### src/rtl/hebb_pkg.sv
package hebb_pkg;
   typedef enum logic [1:0] {
      LC_HOLD = 2'b00,
      LC_INC  = 2'b01,
      LC_RSV  = 2'b10,
      LC_DEC  = 2'b11
   } lane_code_e;

   typedef enum logic [2:0] {
      SQ_IDLE,
      SQ_LOAD,
      SQ_STEP,
      SQ_WBACK,
      SQ_DONE
   } seq_state_e;
endpackage

### src/rtl/hebb_lane.sv
module hebb_lane #(
   parameter int W_W      = 16,
   parameter int DELTA_W  = 16,
   parameter bit SATURATE = 1'b1
) (
   input  logic               clk,
   input  logic               rst_n,
   input  logic               load,
   input  logic               step,
   input  logic [W_W-1:0]     w_in,
   input  logic [DELTA_W-1:0] delta,
   input  logic [1:0]         code,
   output logic [W_W-1:0]     w_q
);
   import hebb_pkg::*;

   localparam int XW = W_W + 2;

   logic [XW-1:0]  w_ext, d_ext, sum;
   logic [W_W-1:0] nxt;
   logic           apply;

   assign w_ext = {{2{w_q[W_W-1]}}, w_q};
   assign d_ext = {{(XW-DELTA_W){delta[DELTA_W-1]}}, delta};
   assign apply = (code == LC_INC) || (code == LC_DEC);
   assign sum   = (code == LC_DEC) ? (w_ext - d_ext) : (w_ext + d_ext);

   generate
      if (SATURATE) begin : g_sat
         logic ovf;
         assign ovf = !((&sum[XW-1:W_W-1]) || !(|sum[XW-1:W_W-1]));
         always_comb begin
            if (!ovf)
               nxt = sum[W_W-1:0];
            else if (sum[XW-1])
               nxt = {1'b1, {(W_W-1){1'b0}}};
            else
               nxt = {1'b0, {(W_W-1){1'b1}}};
         end
      end else begin : g_wrap
         assign nxt = sum[W_W-1:0];
      end
   endgenerate

   always_ff @(posedge clk or negedge rst_n) begin
      if (!rst_n)
         w_q <= '0;
      else if (load)
         w_q <= w_in;
      else if (step && apply)
         w_q <= nxt;
   end
endmodule

### src/rtl/hebb_seq.sv
module hebb_seq #(
   parameter int REP_W = 4
) (
   input  logic             clk,
   input  logic             rst_n,
   input  logic             start,
   input  logic [REP_W-1:0] rep_cnt,
   output logic             load,
   output logic             step,
   output logic             wback,
   output logic             fin,
   output logic             busy
);
   import hebb_pkg::*;

   seq_state_e       st;
   logic [REP_W-1:0] rep_q, cnt;

   always_ff @(posedge clk or negedge rst_n) begin
      if (!rst_n) begin
         st    <= SQ_IDLE;
         rep_q <= '0;
         cnt   <= '0;
      end else begin
         case (st)
            SQ_IDLE:  if (start) st <= SQ_LOAD;
            SQ_LOAD: begin
               rep_q <= rep_cnt;
               cnt   <= '0;
               st    <= (rep_cnt == '0) ? SQ_WBACK : SQ_STEP;
            end
            SQ_STEP: begin
               if (cnt == rep_q - 1'b1) st <= SQ_WBACK;
               else cnt <= cnt + 1'b1;
            end
            SQ_WBACK: st <= SQ_DONE;
            SQ_DONE:  st <= SQ_IDLE;
            default:  st <= SQ_IDLE;
         endcase
      end
   end

   assign load  = (st == SQ_LOAD);
   assign step  = (st == SQ_STEP);
   assign wback = (st == SQ_WBACK);
   assign fin   = (st == SQ_DONE);
   assign busy  = (st != SQ_IDLE);
endmodule

### src/rtl/hebb_ternary_update.sv
module hebb_ternary_update #(
   parameter int N_LANE   = 16,
   parameter int W_W      = 16,
   parameter int DELTA_W  = 16,
   parameter int REP_W    = 4,
   parameter bit SATURATE = 1'b1
) (
   input  logic                   clk,
   input  logic                   rst_n,
   input  logic                   start,
   input  logic [REP_W-1:0]       rep_cnt,
   input  logic [DELTA_W-1:0]     delta_in,
   input  logic [2*N_LANE-1:0]    state_codes,
   output logic                   rd_en,
   input  logic [N_LANE*W_W-1:0]  w_rd_data,
   output logic                   busy,
   output logic                   wr_en,
   output logic [N_LANE*W_W-1:0]  w_wr_data,
   output logic                   done
);
   generate
      if (DELTA_W > W_W) begin : g_bad_delta
         $error("DELTA_W must not exceed W_W");
      end
      if (N_LANE < 1 || W_W < 2 || REP_W < 1) begin : g_bad_size
         $error("N_LANE, W_W and REP_W out of range");
      end
   endgenerate

   logic load, step;

   hebb_seq #(.REP_W(REP_W)) i_seq (
      .clk     (clk),
      .rst_n   (rst_n),
      .start   (start),
      .rep_cnt (rep_cnt),
      .load    (load),
      .step    (step),
      .wback   (wr_en),
      .fin     (done),
      .busy    (busy)
   );

   assign rd_en = load;

   logic [DELTA_W-1:0] delta_q;
   always_ff @(posedge clk or negedge rst_n) begin
      if (!rst_n)    delta_q <= '0;
      else if (load) delta_q <= delta_in;
   end

   generate
      for (genvar j = 0; j < N_LANE; j++) begin : g_lane
         logic [1:0] code_q;
         always_ff @(posedge clk or negedge rst_n) begin
            if (!rst_n)    code_q <= '0;
            else if (load) code_q <= state_codes[2*j +: 2];
         end
         hebb_lane #(.W_W(W_W), .DELTA_W(DELTA_W), .SATURATE(SATURATE)) i_lane (
            .clk   (clk),
            .rst_n (rst_n),
            .load  (load),
            .step  (step),
            .w_in  (w_rd_data[W_W*j +: W_W]),
            .delta (delta_q),
            .code  (code_q),
            .w_q   (w_wr_data[W_W*j +: W_W])
         );
      end
   endgenerate
endmodule

### config.mk
export PLATFORM = sky130hd
export DESIGN_NAME = hebb_ternary_update
export DESIGN_NICKNAME = d
export VERILOG_FILES = /design/src/rtl/hebb_pkg.sv /design/src/rtl/hebb_lane.sv /design/src/rtl/hebb_seq.sv /design/src/rtl/hebb_ternary_update.sv
export SDC_FILE = /design/constraint.sdc
export NUM_CORES = 2
export LEC_CHECK = 0
export BUFFER_PORTS_ARGS = -buffer_cell sky130_fd_sc_hd__buf_4
export CAP_MARGIN = 10
export CELL_PAD_IN_SITES_DETAIL_PLACEMENT = 1
export CELL_PAD_IN_SITES_GLOBAL_PLACEMENT = 1
export CORE_MARGIN = 10
export CORE_UTILIZATION = 42
export CTS_CLUSTER_SIZE = 20
export DETAILED_ROUTE_END_ITERATION = 16
export GPL_TIMING_DRIVEN = 0
export HOLD_SLACK_MARGIN = 0.03
export MAX_ROUTING_LAYER = met4
export PLACE_DENSITY_LB_ADDON = 0.15
export SYNTH_ARGS = -nofsm -noshare
export SYNTH_HDL_FRONTEND = slang
export SYNTH_SLANG_ARGS = --single-unit
### constraint.sdc
create_clock -name clk -period 7.4 [get_ports clk]
set_clock_uncertainty 0.2 [all_clocks]
set_input_delay 0 -clock clk [delete_from_list [all_inputs] [get_ports clk]]
set_output_delay 0 -clock clk [all_outputs]
set_load 0.03 [all_outputs]
# Word level (Yosys, flattened, before mapping)
# Index checks and enable logic that the tools add are counted.
# classes
mux	86
div_mod_pow	0
shifts	0
multipliers	0
reduce_logical	118
add_sub_neg	34
bitwise_logic	0
eq_ne	40
magnitude_cmp	0
# op_table
operator	count
2-to-1 mux 16 bit	64
2-to-1 mux 18 bit	16
adder 16 x 16 -> 17 bit	16
subtractor 16 x 16 -> 17 bit	16
AND reduction 3 bit	16
OR reduction 3 bit	16
nonzero test 2 bit	17
equality test 2 x 1 -> 1 bit, second input constant	16
equality test 2 bit, second input constant	16
logical OR 1 bit	32
logical AND 1 bit	16
zero test 1 bit	16
one-hot mux 3 bit (4 select lines)	1
one-hot mux 4 bit (2 select lines)	1
equality test 3 x 2 -> 1 bit, second input constant	2
2-to-1 mux 3 bit	2
inequality test 2 bit, second input constant	3
adder 4 x 1 -> 4 bit, second input constant	1
equality test 4 bit	1
zero test 4 bit	1
2-to-1 mux 4 bit	1
AND reduction 2 bit	2
subtractor 4 x 1 -> 4 bit, second input constant	1
equality test 3 x 1 -> 1 bit, second input constant	1
other kinds (4)	4
# totals
ram_bits	0
reg_bits	315
word_cells	314
in_bits	311
mem_bits_ro	0
latchBits	0
n_memories	0
output_inout_bits	260

# Depth between registers and ports, before layout
# logic_depth
word_depth	8
depth_mapped	22
depth_no_buf	16

# Cells and area by module
# From an unflattened synthesis, not the netlist that was laid out.
# hier_totals
cells_unflattened	3858
area_unflattened_um2	33966.3
# modules_own_cells
module	instances	seq_area_each_um2	area_per_inst_um2	cells_each
hebb_lane (g_lane[10].i_lane ...)	9	400.4	1979.4	233
hebb_lane (g_lane[6].i_lane ...)	4	400.4	1915.6	219
hebb_lane (g_lane[0].i_lane ...)	2	400.4	2058.2	250
hebb_lane (g_lane[12].i_lane)	1	400.4	1880.6	223
hebb_ternary_update	1	1201.2	1860.5	101
hebb_seq	1	275.3	631.9	61

# Worst setup path before layout
# Ideal clock, no wire load.
# synth_timing
path_type	register to register
from	register delta_q[0]
to	register g_lane[10].i_lane.w_q[1]
arrival_time_ps	5437
n_path_buf	5
stages_incl_launch_ff	22
setup_time_ps	126
period_less_slack_ps	5763
path_slack_ps	1637
t_required_ps	7074
path_cell_list	dfrtp_1 inv_1 ha_1 clkbuf_1 nor3b_1 buf_2 and2_1 clkbuf_1 nor3b_1 clkbuf_1 nor2_1 xnor2_1 ha_1 a21oi_1 o21ai_0 or3_1 o211ai_1 mux2_2 or2_2 clkbuf_1 maj3_1 a221o_1
# synth_between
elab_chain_len	8
elab_cells_between_ends	11
cone_classes	2 x add/sub; 5 x mux; 4 x reduce/logical
# synth_rtl
item	line_no	rtl
start: declaration	hebb_ternary_update.sv:46	logic [DELTA_W-1:0] delta_q;
start signal: assignment	hebb_ternary_update.sv:49	else if (load) delta_q <= delta_in;
adder 16 x 16 -> 17 bit or subtractor 16 x 16 -> 17 bit (tied branches)	hebb_lane.sv:26	assign sum = (code == LC_DEC) ? (w_ext - d_ext) : (w_ext + d_ext);
2-to-1 mux 18 bit *	hebb_lane.sv:26	
OR reduction 3 bit	hebb_lane.sv:31	assign ovf = !((&sum[XW-1:W_W-1]) || !(|sum[XW-1:W_W-1]));
zero test 1 bit	hebb_lane.sv:31	
logical OR 1 bit	hebb_lane.sv:31	
2-to-1 mux 16 bit *	hebb_lane.sv:33	if (!ovf)
2-to-1 mux 16 bit *	hebb_lane.sv:50	else if (step && apply)
2-to-1 mux 16 bit *	hebb_lane.sv:48	else if (load)
end signal: assignment	hebb_lane.sv:49	w_q <= w_in;
end signal: assignment	hebb_lane.sv:51	w_q <= nxt;
end: declaration	hebb_lane.sv:13	output logic [W_W-1:0] w_q
# Mark *: on every way between the ends. The rest lies on a longest branch, timed or not. The select of a mux whose other input is x is not followed.
# A chain may end at the register's enable or synchronous reset.

# Final worst setup path
# layout_timing
from	register delta_q[0]
to	register g_lane[12].i_lane.w_q[3]
# layout_between
elab_chain_len	8
elab_cells_between_ends	11
cone_classes	2 x add/sub; 5 x mux; 4 x reduce/logical
# layout_rtl
item	line_no
adder 16 x 16 -> 17 bit or subtractor 16 x 16 -> 17 bit (tied branches)	hebb_lane.sv:26
2-to-1 mux 18 bit *	hebb_lane.sv:26
OR reduction 3 bit	hebb_lane.sv:31
zero test 1 bit	hebb_lane.sv:31
logical OR 1 bit	hebb_lane.sv:31
2-to-1 mux 16 bit *	hebb_lane.sv:33
2-to-1 mux 16 bit *	hebb_lane.sv:50
2-to-1 mux 16 bit *	hebb_lane.sv:48
end signal: assignment	hebb_lane.sv:49
end signal: assignment	hebb_lane.sv:51
end: declaration	hebb_lane.sv:13
# Marked as above.

==> results.json <==
{
  "status": "completed",
  "dp_hpwl_um": 121000,
  "reg2reg_to": "g_lane[12].i_lane.w_q[3]",
  "netlist_area_um2": 30900,
  "worstSkewPairLatency_ps": 620,
  "drc_errors": 0,
  "synth_flop_cell": "dfrtp_1",
  "async_flop_share_pct": 100,
  "clock-sinks": 315,
  "final_util_pct": 58.3,
  "arrival_ps": 7630,
  "dr.first_iter.drc_count": 3449,
  "slew_headroom_pct": 5.75,
  "num-nets-final": 5540,
  "ys_types": 81,
  "multiInputGateArea_um2": 21900,
  "crit_type": "reg -> reg",
  "dieArea_um2": 84800,
  "avgRoutedWirePerCell_um": 29.4,
  "mostFrequentLayoutCells": "buf_4 (576), dlygate4sd3_1 (409), nand2_1 (405), nor2_1 (355), o21ai_0 (317)",
  "gr-total-overflow": 0,
  "period_share_pct": 99.4,
  "synthSimpleGateAreaFrac_pct": 19.4,
  "synthesis.nets": 4493,
  "grt_pass1_vias": 39400,
  "synth_top_area_share_pct": 25.5,
  "hold_violations": 0,
  "min_path_type": "in -> reg",
  "yosys_warnings": 0,
  "via_count": 37600,
  "worst_slew_pin_slew_ps": 1410,
  "ys_seq_area_share_pct": 25.5,
  "crit_required_ps": 7680,
  "cts_made_buffers": 43,
  "clk_pin_slew_ps": 60,
  "synthCells": 3907,
  "regArea_um2": 7880,
  "num_io_pins": 571,
  "drv_slew": 0,
  "area_delta_synth_final_pct": 37.7,
  "cts_buffer_depth": 3,
  "ant_nets": 0,
  "critPathMaxFanout": 18,
  "end_kind": "register",
  "cap_violations": 0,
  "synth_top_family_by_area": "compound AO/OA/AOI/OAI gates",
  "drive_gt1_share_pct": 15.4,
  "cts-root-buf": "clkbuf_16",
  "finalSetupViolCount": 0,
  "synth_compound_area_share_pct": 25.2,
  "muxShareOfSynthArea_pct": 1.35,
  "die_x_um": 291,
  "startpoint_type": "register",
  "fp.coreArea_um2": 73000,
  "grtUsageTotal_pct": 40.6,
  "synth_fa_ha_area_share_pct": 12.5,
  "cts_tree": "built",
  "yosysTopAreaCell": "dfrtp_1",
  "synth-xor-area-share_pct": 12.2,
  "ys_seq_elements": 315,
  "min_to": "g_lane[3].i_lane.w_q[15]",
  "start_util_pct": 42.4,
  "io_buffer_count": 570,
  "fp.dieH_um": 291,
  "min_from": "w_rd_data[63]",
  "vias_per_cell": 6.28,
  "num_rows": 99,
  "drtPass1Iterations": 5,
  "antenna_found_initial": 27,
  "fillerInstances": 8829,
  "htreeDepth": 2,
  "synth_edf_count": 0,
  "whs_path_depth": 4,
  "mostFrequentLayoutCell": "buf_4",
  "synth_area_leaders": "dfrtp_1 (26%), ha_1 (10%), xnor2_1 (8.0%), o21ai_0 (5.2%), a21oi_1 (5.0%)",
  "avgSynthCellArea_um2": 7.91,
  "max_freq_ghz": 0.136,
  "reg2reg_from": "delta_q[0]",
  "fin_crit_ps": 7360,
  "grt_pass1_wl_um": 257000,
  "r2r_setup_slack_ps": 40,
  "grt_max_degree": 98,
  "reg2reg_depth": 17,
  "drt-total-wl_um": 176000,
  "gp_congestion": 0.958
}
-- kinds of logic after synthesis --
group,count (synthesis)
xor gates and xnor gates,430
buffers and inverters,304
and+or+nand+nor,1276
DFF,315
adders and majority gates,306
muxes,41
AOI/OAI and AO/OA,1235
-- Yosys cell counts, types with 26 or more instances --
library cell	instances
nor3_1	118
o21bai_1	40
xor2_1	149
ha_1	259
xnor2_1	281
o21a_1	61
a311oi_1	45
a22oi_1	26
o211ai_1	40
mux2i_1	35
nand3_1	51
or3_1	123
nor2b_1	30
a31oi_1	44
maj3_1	31
a21oi_1	311
o22ai_1	87
dfrtp_1	315
o21ai_0	318
clkbuf_1	152
a21o_1	55
nand2b_1	49
nand2_1	405
a211oi_1	55
nor2_1	355
inv_1	111
and2_1	39
-- critical path: stages (launching register included) --
cell and delay (ps):
dfrtp_2 780, inv_1 240, ha_1 560, nor3b_1 360
buf_2 350, buf_1 1000, nor2_1 140, xnor2_1 210
ha_1 450, o21ai_0 230, o21ai_0 470, a31oi_1 230
o21ai_0 260, xnor2_1 180, nor3_1 480, clkbuf_1 530
a21oi_1 150, o21ai_1 390
-- routing by layer --
| metal | vias up | GRT usage (%) | routed length (um) | part of all wire [%] |
|---|---|---|---|---|
| li1 | 16300 | - | - | - |
| met1 | 18600 | 45.9 | 66100 | 38 |
| met2 | 1955 | 64.1 | 80700 | 46 |
| met3 | 647 | 9.39 | 15700 | 9.0 |
| met4 | 0 | 26.1 | 13300 | 7.5 |
| met5 | - | - | 0 | 0 |
-- flip-flops by register name, summed over array words and instances, names as in the netlist --
signal,flops
delta_q,16
i_seq.cnt,4
i_seq.st,3
g_lane.i_lane.w_q,256
i_seq.rep_q,4
g_lane.code_q,32
-- worst max path at each step --
stage	startpoint	end	cells after the start
global placement	delta_q[0]	g_lane[6].i_lane.w_q[8]	21
detailed placement	delta_q[0]	g_lane[10].i_lane.w_q[5]	21
global route	delta_q[0]	g_lane[7].i_lane.w_q[14]	19
floorplan	delta_q[0]	g_lane[10].i_lane.w_q[1]	21
finish	delta_q[0]	g_lane[12].i_lane.w_q[3]	17
CTS	delta_q[0]	g_lane[7].i_lane.w_q[14]	19
-- final cells by class --
class | instances | share of cell area (%)
Sequential cell | 315 | 18.5
Multi-Input combinational cell | 3288 | 51.4
Buffer | 191 | 1.83
Tap cell | 959 | 2.82
Inverter | 111 | 0.979
Timing Repair Buffer | 1004 | 20.6
Clock buffer | 59 | 2.98
Clock inverter | 18 | 0.606
Antenna cell | 32 | 0.188
-- timing repair --
item / 4_1_cts / 5_1_grt
hold endpoints to repair: 624 / 0
gates resized for setup: 10 / 10
hold buffers: 410 / 0
setup buffers: 1 / 4
setup endpoints to repair: 154 / 117
-- metrics by stage --
step           instances  setup WS, ps  hold slack, ps  TNS [ps]  cell area [um^2]
6_report            5977          44.4            34.0         0             42500
5_1_grt             5972         -4.01            72.5     -4.01             42500
4_1_cts             5938           129            30.0         0             42400
3_5_place_dp        5450         -1310            -281   -102210             36700
3_3_place_gp        5436         -2120           -8.91   -263710             36400
2_1_floorplan       3907          1640            -496         0             30900
Power is left out: the tool's default activity adds up to more than one toggle a clock period on the data nets, which glitch-free logic cannot reach.
